<file path="config.mk">
export PLATFORM = sky130hd
export DESIGN_NAME = cfg_i2c_target
export DESIGN_NICKNAME = d
export VERILOG_FILES = /design/src/rtl/cfg_i2c_pkg.sv /design/src/rtl/cfg_bus_sampler.sv /design/src/rtl/cfg_cmd_decode.sv /design/src/rtl/cfg_nv_store.sv /design/src/rtl/cfg_i2c_target.sv
export SDC_FILE = /design/constraint.sdc
export NUM_CORES = 1
export LEC_CHECK = 0
export ABC_AREA = 1
export BUFFER_PORTS_ARGS = -buffer_cell sky130_fd_sc_hd__buf_2
export CAP_MARGIN = 5
export CORE_MARGIN = 3
export CORE_UTILIZATION = 60
export CTS_CLUSTER_DIAMETER = 30
export DETAILED_ROUTE_END_ITERATION = 16
export GPL_ROUTABILITY_DRIVEN = 0
export PLACE_DENSITY = 0.79
export SYNTH_ARGS = -nofsm -noshare
export SYNTH_HDL_FRONTEND = slang
export SYNTH_SLANG_ARGS = --single-unit
</file>
<file path="constraint.sdc">
create_clock -name clk -period 2.09 [get_ports clk]
set_input_delay 0.1045 -clock clk [delete_from_list [all_inputs] [get_ports clk]]
set_output_delay 0.1045 -clock clk [all_outputs]
set_load 0.02 [all_outputs]
</file>
<file path="src/rtl/cfg_i2c_pkg.sv">
package cfg_i2c_pkg;
   typedef enum logic [1:0] {PTR_CFG0 = 2'd0, PTR_CFG1 = 2'd1, PTR_PINS = 2'd2} ptr_e;
   typedef enum logic [1:0] {SRC_SELPINS = 2'd0, SRC_CFG0 = 2'd1, SRC_CFG1 = 2'd2, SRC_EXT = 2'd3} src_e;
   typedef enum logic [1:0] {CK_PTR, CK_OVR, CK_RSVD} cmd_kind_e;
   typedef enum logic [2:0] {ST_IDLE, ST_RX, ST_ACK, ST_TX, ST_TACK} lnk_st_e;
   typedef enum logic [1:0] {RL_ADDR, RL_CMD, RL_DATA} role_e;
   localparam logic [4:0] ADDR_HI = 5'b10011;
endpackage

</file>
<file path="src/rtl/cfg_bus_sampler.sv">
module cfg_bus_sampler #(
   parameter int SYNC_STAGES = 2
) (
   input  logic clk,
   input  logic rst_n,
   input  logic scl_i,
   input  logic sda_i,
   output logic scl_o,
   output logic sda_o,
   output logic scl_rise_o,
   output logic scl_fall_o,
   output logic start_o,
   output logic stop_o
);
   if (SYNC_STAGES < 2) begin : g_bad_stages
      $error("SYNC_STAGES must be at least 2");
   end

   logic [SYNC_STAGES-1:0] scl_sh, sda_sh;
   logic scl_p, sda_p;

   always_ff @(posedge clk or negedge rst_n) begin
      if (!rst_n) begin
         scl_sh <= '1;
         sda_sh <= '1;
         scl_p  <= 1'b1;
         sda_p  <= 1'b1;
      end else begin
         scl_sh <= {scl_sh[SYNC_STAGES-2:0], scl_i};
         sda_sh <= {sda_sh[SYNC_STAGES-2:0], sda_i};
         scl_p  <= scl_sh[SYNC_STAGES-1];
         sda_p  <= sda_sh[SYNC_STAGES-1];
      end
   end

   assign scl_o      = scl_sh[SYNC_STAGES-1];
   assign sda_o      = sda_sh[SYNC_STAGES-1];
   assign scl_rise_o = scl_o & ~scl_p;
   assign scl_fall_o = ~scl_o & scl_p;
   assign start_o    = scl_o & scl_p & sda_p & ~sda_o;
   assign stop_o     = scl_o & scl_p & ~sda_p & sda_o;
endmodule

</file>
<file path="src/rtl/cfg_cmd_decode.sv">
module cfg_cmd_decode
   import cfg_i2c_pkg::*;
(
   input  logic [7:0] code_i,
   output cmd_kind_e  kind_o,
   output ptr_e       ptr_o,
   output src_e       src_o
);
   always_comb begin
      kind_o = CK_RSVD;
      ptr_o  = PTR_CFG0;
      src_o  = SRC_SELPINS;
      casez (code_i)
         8'h00:        kind_o = CK_PTR;
         8'h01:        begin kind_o = CK_PTR; ptr_o = PTR_CFG1; end
         8'hFF:        begin kind_o = CK_PTR; ptr_o = PTR_PINS; end
         8'hF8:        begin kind_o = CK_OVR; src_o = SRC_CFG0; end
         8'hFC:        begin kind_o = CK_OVR; src_o = SRC_CFG1; end
         8'b11111?10:  begin kind_o = CK_OVR; src_o = SRC_EXT; end
         8'b11111??1:  begin kind_o = CK_OVR; src_o = SRC_SELPINS; end
         default:      kind_o = CK_RSVD;
      endcase
   end
endmodule

</file>
<file path="src/rtl/cfg_nv_store.sv">
module cfg_nv_store #(
   parameter int NV_BITS        = 6,
   parameter int CLK_HZ         = 50_000_000,
   parameter int BUSY_TENTHS_MS = 36
) (
   input  logic                    clk,
   input  logic                    rst_n,
   input  logic                    commit_i,
   input  logic [1:0]              stg_v_i,
   input  logic [1:0][NV_BITS-1:0] stg_d_i,
   output logic [1:0][NV_BITS-1:0] cfg_o,
   output logic                    busy_o
);
   localparam int BUSY_CYC = CLK_HZ / 10000 * BUSY_TENTHS_MS;
   localparam int CW       = $clog2(BUSY_CYC + 1);

   if (BUSY_CYC < 1) begin : g_bad_busy
      $error("busy interval must be at least one cycle");
   end

   for (genvar g = 0; g < 2; g++) begin : g_reg
      logic [NV_BITS-1:0] val_q;
      always_ff @(posedge clk or negedge rst_n) begin
         if (!rst_n)                    val_q <= '0;
         else if (commit_i && stg_v_i[g]) val_q <= stg_d_i[g];
      end
      assign cfg_o[g] = val_q;
   end

   logic [CW-1:0] cnt_q;
   always_ff @(posedge clk or negedge rst_n) begin
      if (!rst_n)            cnt_q <= '0;
      else if (commit_i)     cnt_q <= CW'(BUSY_CYC);
      else if (cnt_q != '0)  cnt_q <= cnt_q - 1'b1;
   end
   assign busy_o = (cnt_q != '0);

   p_cfg_hold_r5: assert property (@(posedge clk) disable iff (!rst_n)
      !commit_i |=> $stable(cfg_o));
   p_commit_idle_r10: assert property (@(posedge clk) disable iff (!rst_n)
      commit_i |-> !busy_o);
   p_busy_arm_r10: assert property (@(posedge clk) disable iff (!rst_n)
      commit_i |=> busy_o);
endmodule

</file>
<file path="src/rtl/cfg_i2c_target.sv">
module cfg_i2c_target
   import cfg_i2c_pkg::*;
#(
   parameter int NV_BITS        = 6,
   parameter int PIN_BITS       = 5,
   parameter int CLK_HZ         = 50_000_000,
   parameter int BUSY_TENTHS_MS = 36,
   parameter int SYNC_STAGES    = 2
) (
   input  logic                clk,
   input  logic                rst_n,
   input  logic                scl_i,
   input  logic                sda_i,
   output logic                sda_oe_o,
   input  logic [1:0]          strap_i,
   input  logic                wp_i,
   input  logic [PIN_BITS-1:0] pins_i,
   output logic [NV_BITS-1:0]  cfg0_o,
   output logic [NV_BITS-1:0]  cfg1_o,
   output logic [1:0]          src_sel_o
);
   if (NV_BITS < 1 || NV_BITS > 8) begin : g_bad_nv
      $error("NV_BITS must be 1..8");
   end
   if (PIN_BITS < 1 || PIN_BITS > 8) begin : g_bad_pins
      $error("PIN_BITS must be 1..8");
   end

   logic scl_s, sda_s, scl_rise, scl_fall, start_ev, stop_ev;
   cfg_bus_sampler #(.SYNC_STAGES(SYNC_STAGES)) u_smp (
      .clk(clk), .rst_n(rst_n), .scl_i(scl_i), .sda_i(sda_i),
      .scl_o(scl_s), .sda_o(sda_s), .scl_rise_o(scl_rise), .scl_fall_o(scl_fall),
      .start_o(start_ev), .stop_o(stop_ev));

   lnk_st_e st_q;
   role_e   role_q;
   ptr_e    ptr_q;
   src_e    src_q;
   logic [3:0] bit_q;
   logic [7:0] sh_q;
   logic       oe_q, rd_q, ovr_cmd_q, void_q, tack_q;
   logic [1:0] wcnt_q, stg_v_q;
   logic [1:0][NV_BITS-1:0] stg_d_q;

   cmd_kind_e dec_kind;
   ptr_e      dec_ptr;
   src_e      dec_src;
   cfg_cmd_decode u_dec (.code_i(sh_q), .kind_o(dec_kind), .ptr_o(dec_ptr), .src_o(dec_src));

   logic [1:0][NV_BITS-1:0] cfg_w;
   logic busy, commit;
   cfg_nv_store #(.NV_BITS(NV_BITS), .CLK_HZ(CLK_HZ), .BUSY_TENTHS_MS(BUSY_TENTHS_MS)) u_nv (
      .clk(clk), .rst_n(rst_n), .commit_i(commit), .stg_v_i(stg_v_q), .stg_d_i(stg_d_q),
      .cfg_o(cfg_w), .busy_o(busy));

   logic       addr_hit, data_ok;
   logic [7:0] tx_byte;
   ptr_e       ptr_nxt;

   assign addr_hit = (sh_q[7:1] == {ADDR_HI, strap_i});
   assign data_ok  = (ptr_q != PTR_PINS) && !ovr_cmd_q && !wp_i && (wcnt_q < 2'd2);
   assign commit   = stop_ev && (stg_v_q != 2'b00) && !void_q && !wp_i;
   assign ptr_nxt  = (ptr_q == PTR_CFG0) ? PTR_CFG1 : (ptr_q == PTR_CFG1) ? PTR_CFG0 : ptr_q;

   always_comb begin
      tx_byte = '0;
      if (ptr_q == PTR_PINS) tx_byte[PIN_BITS-1:0] = pins_i;
      else                   tx_byte[NV_BITS-1:0]  = cfg_w[ptr_q[0]];
   end

   always_ff @(posedge clk or negedge rst_n) begin
      if (!rst_n) begin
         st_q <= ST_IDLE; role_q <= RL_ADDR; ptr_q <= PTR_CFG0; src_q <= SRC_SELPINS;
         bit_q <= '0; sh_q <= '0; oe_q <= 1'b0; rd_q <= 1'b0; ovr_cmd_q <= 1'b0;
         void_q <= 1'b0; tack_q <= 1'b0; wcnt_q <= '0; stg_v_q <= '0; stg_d_q <= '0;
      end else if (stop_ev) begin
         st_q <= ST_IDLE; oe_q <= 1'b0; stg_v_q <= '0; void_q <= 1'b0; wcnt_q <= '0;
      end else if (start_ev) begin
         st_q <= ST_RX; role_q <= RL_ADDR; bit_q <= '0; oe_q <= 1'b0;
      end else begin
         case (st_q)
            ST_RX: begin
               if (scl_rise) begin
                  sh_q  <= {sh_q[6:0], sda_s};
                  bit_q <= bit_q + 4'd1;
               end else if (scl_fall && bit_q == 4'd8) begin
                  st_q  <= ST_ACK;
                  bit_q <= '0;
                  case (role_q)
                     RL_ADDR: begin
                        if (addr_hit && !busy) begin oe_q <= 1'b1; rd_q <= sh_q[0]; end
                        else st_q <= ST_IDLE;
                     end
                     RL_CMD: begin
                        if (dec_kind != CK_RSVD) begin
                           oe_q      <= 1'b1;
                           ovr_cmd_q <= (dec_kind == CK_OVR);
                           if (dec_kind == CK_PTR) begin
                              ptr_q <= dec_ptr; stg_v_q <= '0; wcnt_q <= '0; void_q <= 1'b0;
                           end else begin
                              src_q <= dec_src;
                           end
                        end else st_q <= ST_IDLE;
                     end
                     default: begin
                        if (data_ok) begin
                           oe_q <= 1'b1;
                           stg_d_q[ptr_q[0]] <= sh_q[NV_BITS-1:0];
                           stg_v_q[ptr_q[0]] <= 1'b1;
                           ptr_q  <= ptr_nxt;
                           wcnt_q <= wcnt_q + 2'd1;
                        end else begin
                           st_q <= ST_IDLE;
                           if (wcnt_q == 2'd2) void_q <= 1'b1;
                        end
                     end
                  endcase
               end
            end
            ST_ACK: if (scl_fall) begin
               bit_q <= '0;
               if (role_q == RL_ADDR && rd_q) begin
                  st_q <= ST_TX; sh_q <= tx_byte; oe_q <= ~tx_byte[7]; ptr_q <= ptr_nxt;
               end else begin
                  st_q <= ST_RX; oe_q <= 1'b0;
                  role_q <= (role_q == RL_ADDR) ? RL_CMD : RL_DATA;
               end
            end
            ST_TX: if (scl_fall) begin
               if (bit_q == 4'd7) begin
                  oe_q <= 1'b0; st_q <= ST_TACK;
               end else begin
                  sh_q <= {sh_q[6:0], 1'b0}; oe_q <= ~sh_q[6]; bit_q <= bit_q + 4'd1;
               end
            end
            ST_TACK: begin
               if (scl_rise) tack_q <= ~sda_s;
               else if (scl_fall) begin
                  bit_q <= '0;
                  if (tack_q) begin
                     st_q <= ST_TX; sh_q <= tx_byte; oe_q <= ~tx_byte[7]; ptr_q <= ptr_nxt;
                  end else st_q <= ST_IDLE;
               end
            end
            default: ;
         endcase
      end
   end

   assign sda_oe_o  = oe_q;
   assign cfg0_o    = cfg_w[0];
   assign cfg1_o    = cfg_w[1];
   assign src_sel_o = src_q;

   p_drive_low_scl_r1: assert property (@(posedge clk) disable iff (!rst_n)
      $rose(oe_q) |-> !scl_s);
   p_src_hold_r3: assert property (@(posedge clk) disable iff (!rst_n)
      !(st_q == ST_RX && scl_fall) |=> $stable(src_q));
   p_stage_count_r4: assert property (@(posedge clk) disable iff (!rst_n)
      {30'd0, wcnt_q} == $countones(stg_v_q));
endmodule

</file>
==> impl_results.md <==
- Status: completed
- CTS Buffer Depth: 2
- H-tree depth: 3
- Tmin final: around 1900 ps
- Worst Path Max Fanout: 8
- Layout Skew: between 10 and 15 ps
- Worst-path clk slew: around 90 ps
- Die Width: around 91 um
- DR WL/cell: about 14 um
- Clock Latency Late Sink: about 360 ps
- CTS tree: yes
- Diodes inserted: 0
- Met3 routed WL: 582 um
- Hold Vio Cnt, Final: 0
- Crit Path Class: flop to flop
- DRC violation count after routing: 0
- Root buffer cell: clkbuf_8
- Cell with the most instances after synthesis: nand2_1
- Synthesized flop and latch total: 78
- RSZ-0062 raised after global routing: no
- Slew @ Worst Pin: 572 ps
- Die area: about 0.0083 mm2
- Area contributors post-synth: dfrtp_1 42%, nand2_1 11%, inv_1 6.4%
- Data arrival, critical path: between 2000 and 2500 ps
- Synth top cells by count: 125 x nand2_1, 74 x inv_1, 72 x dfrtp_1
- Worst EP required: about 2300 ps
- Fmax: between 500 and 600 MHz
- Post-Route WL: around 10,000 um
- IO Pins: 27
- Via count: roughly 4,000
- FILL cells: between 500 and 600
- Syn. warnings: 0
- Dpl cells: 695
- Hpwl dp: ~7600 um
- PD cells: between 1000 and 1500 mW/mm2
- Largest net degree at the start of global routing: 41
- Syn_nets: 588
- Fin cells: 714
- Synth area leader: dfrtp_1
- Initial antenna violation count: 0
- Avg Cell Area, Syn: 7.60 um2
- Row count: 30
- Port Buffers: 26
- Crit end category: flop
- Post-synth top flop: dfrtp_1
- DR pass1 iterations: 6
- First-pass GRT wire length: approximately 18,000 um
- Hold crit path type: input pin to flop
- Wire length on met1: around 4800 um
- Total gr overflow: 0
- TNS Setup: 0 ps
- Antenna Nets Post-Route: 0
- GRT Overall Usage: around a quarter
- Crit path launch type: flop
- Layout cells sized above 1: between 10% and 20%
- Area Growth Syn to Fin: 13.2%
- Top Metal Used: met4
- Clock sinks: 78
- Fin nets: ~630
- Max_cap viols: 0
- Setup violations, final: 0
- Cells after Synth: between 500 and 600
- Post-synthesis cell type count: 36
- Period utilization: approximately nine tenths
- Worst VDD drop: between 600 and 700 uV
- Vias/cell: ~5.6
- Leakage Power: approximately 0.0025 uW
- Core Region: 0.00687 mm2
- Sequential element share of the synthesized area: between 40 and 50%
- Number of buffers created by CTS: 9
- Met2 wire length: roughly 4700 um
- Synth async-reset ratio: 100%
- DRT iter0 DRCs: about 370
- Top-area cell type share of the netlist area: approximately two fifths
- Post-synth EDFFs: 0
- Die height: ~91 um
- Relative slew margins: between 60% and 70%
- Starting Density: a little over three fifths
- Vias in the first global route: ~3,800
- Fin Hold WS: ~200 ps
- Slew Limit Fails: 0
- Synth Cell Area: between 0.004 and 0.005 mm2
- Post-CTS setup repair buffer count: 0
## what timing repair did
action,4_1_cts,5_1_grt
endpoints found under the setup margin,0,3
hold endpoints to repair,40,0
hold buffers,3,0
gates resized for setup,0,2
## layout by cell type, fill, tap and decap left out, drive strengths merged
cell type and instances:
xor2 5, or2 2, dlygate4sd3 3, bufinv 1, a21oi 24, nand2 129, nor2 73, xnor2 1
clkinvlp 1, o21ai 62, nand3 32, nor3 20, nand4 17, nand3b 2, ha 8, clkbuf 9
inv 86, nor4 1, dfrtp 72, and2b 1, buf 37, dfstp 6, a31oi 2, a211o 2
o2111ai 1, o211ai 4, clkinv 3, mux2 7, o31ai 3, o21a 1, o22ai 2, a211oi 1
## flip-flops by register name, summed over array words and instances (netlist names), 2 cells and up
register      cells
u_nv.g.val_q     12
u_smp.scl_sh      2
sh_q              8
bit_q             4
wcnt_q            2
role_q            2
ptr_q             2
stg_v_q           2
src_sel_o         2
st_q              3
u_smp.sda_sh      2
u_nv.cnt_q       18
stg_d_q          12
## per-layer routing
layer,vias up,global-route usage [%]
li1,1951,-
met1,1870,37.2
met2,142,41.4
met3,26,5.92
met4,0,7.79
met5,-,0
## worst max-delay path: stages, from the launching register on
cell	delay [ps]
dfrtp_1	410
nor2_1	180
nand3_1	90
nor2_1	240
nand2_1	260
inv_1	220
nand2_1	100
nand3_1	120
nand3_1	80
nand2_1	60
nand2_1	40
## kinds of logic (layout without fill, tap and decap cells)
| kind of cell | Yosys count | after routing | share of synthesized area [%] |
|---|---|---|---|
| compound gates | 102 | 102 | 12.9 |
| xor+xnor | 6 | 6 | 1.22 |
| fa+ha+maj | 8 | 8 | 2.32 |
| buf+inv | 90 | 140 | 7.82 |
| flops | 78 | 78 | 45.4 |
| mux | 7 | 7 | 1.83 |
| simple gates | 277 | 277 | 28.5 |
## final timing paths
| check | startpoint | end | slack [ps] | cells after the start |
|---|---|---|---|---|
| min in group asynchronous | rst_n | tack_q$_DFFE_PN0P_ | 260 | 2 |
| hold reg to reg | u_smp.scl_sh[0]$_DFF_PN1_ | u_smp.scl_sh[1]$_DFF_PN1_ | 370 | 0 |
| max in group asynchronous | rst_n | u_smp.scl_sh[0]$_DFF_PN1_ | 1190 | 3 |
| hold / removal | pins_i[0] | sh_q[0]$_DFFE_PN0P_ | 200 | 5 |
| setup reg to reg | u_nv.cnt_q[13]$_DFFE_PN0P_ | sda_oe_o$_DFFE_PN0P_ | 180 | 10 |
| setup / recovery | u_nv.cnt_q[13]$_DFFE_PN0P_ | sda_oe_o$_DFFE_PN0P_ | 180 | 10 |
## power by group
| part | leakage, uW | switching (uW) | internal [uW] |
|---|---|---|---|
| registers | 0.000953 | 310 | 1820 |
| clock network | 0.000102 | 623 | 569 |
| logic | 0.00140 | 1510 | 783 |
| total | 0.00246 | 2440 | 3170 |
## area by class of cell
cell class / instances / area, um2 / share of cell area [%]
Inverter: 84 / 315 / 6.45
Timing Repair Buffer: 40 / 258 / 5.27
Tap cell: 96 / 120 / 2.46
Sequential cell: 78 / 1960 / 40.1
Clock inverter: 7 / 80.1 / 1.64
Clock buffer: 9 / 124 / 2.53
Multi-Input combinational cell: 400 / 2030 / 41.6
## per-stage QoR
step,util [%],area (um2),total power (uW),setup slack [ps]
2_1_floorplan,-,4320,3740,420
3_3_place_gp,67.6,4640,4310,274
3_5_place_dp,67.6,4640,4390,187
4_1_cts,71.0,4880,5580,125
5_1_grt,71.2,4890,6040,1.66
6_report,71.2,4890,5610,176
Note: power is estimated with default switching activity, not from simulation.
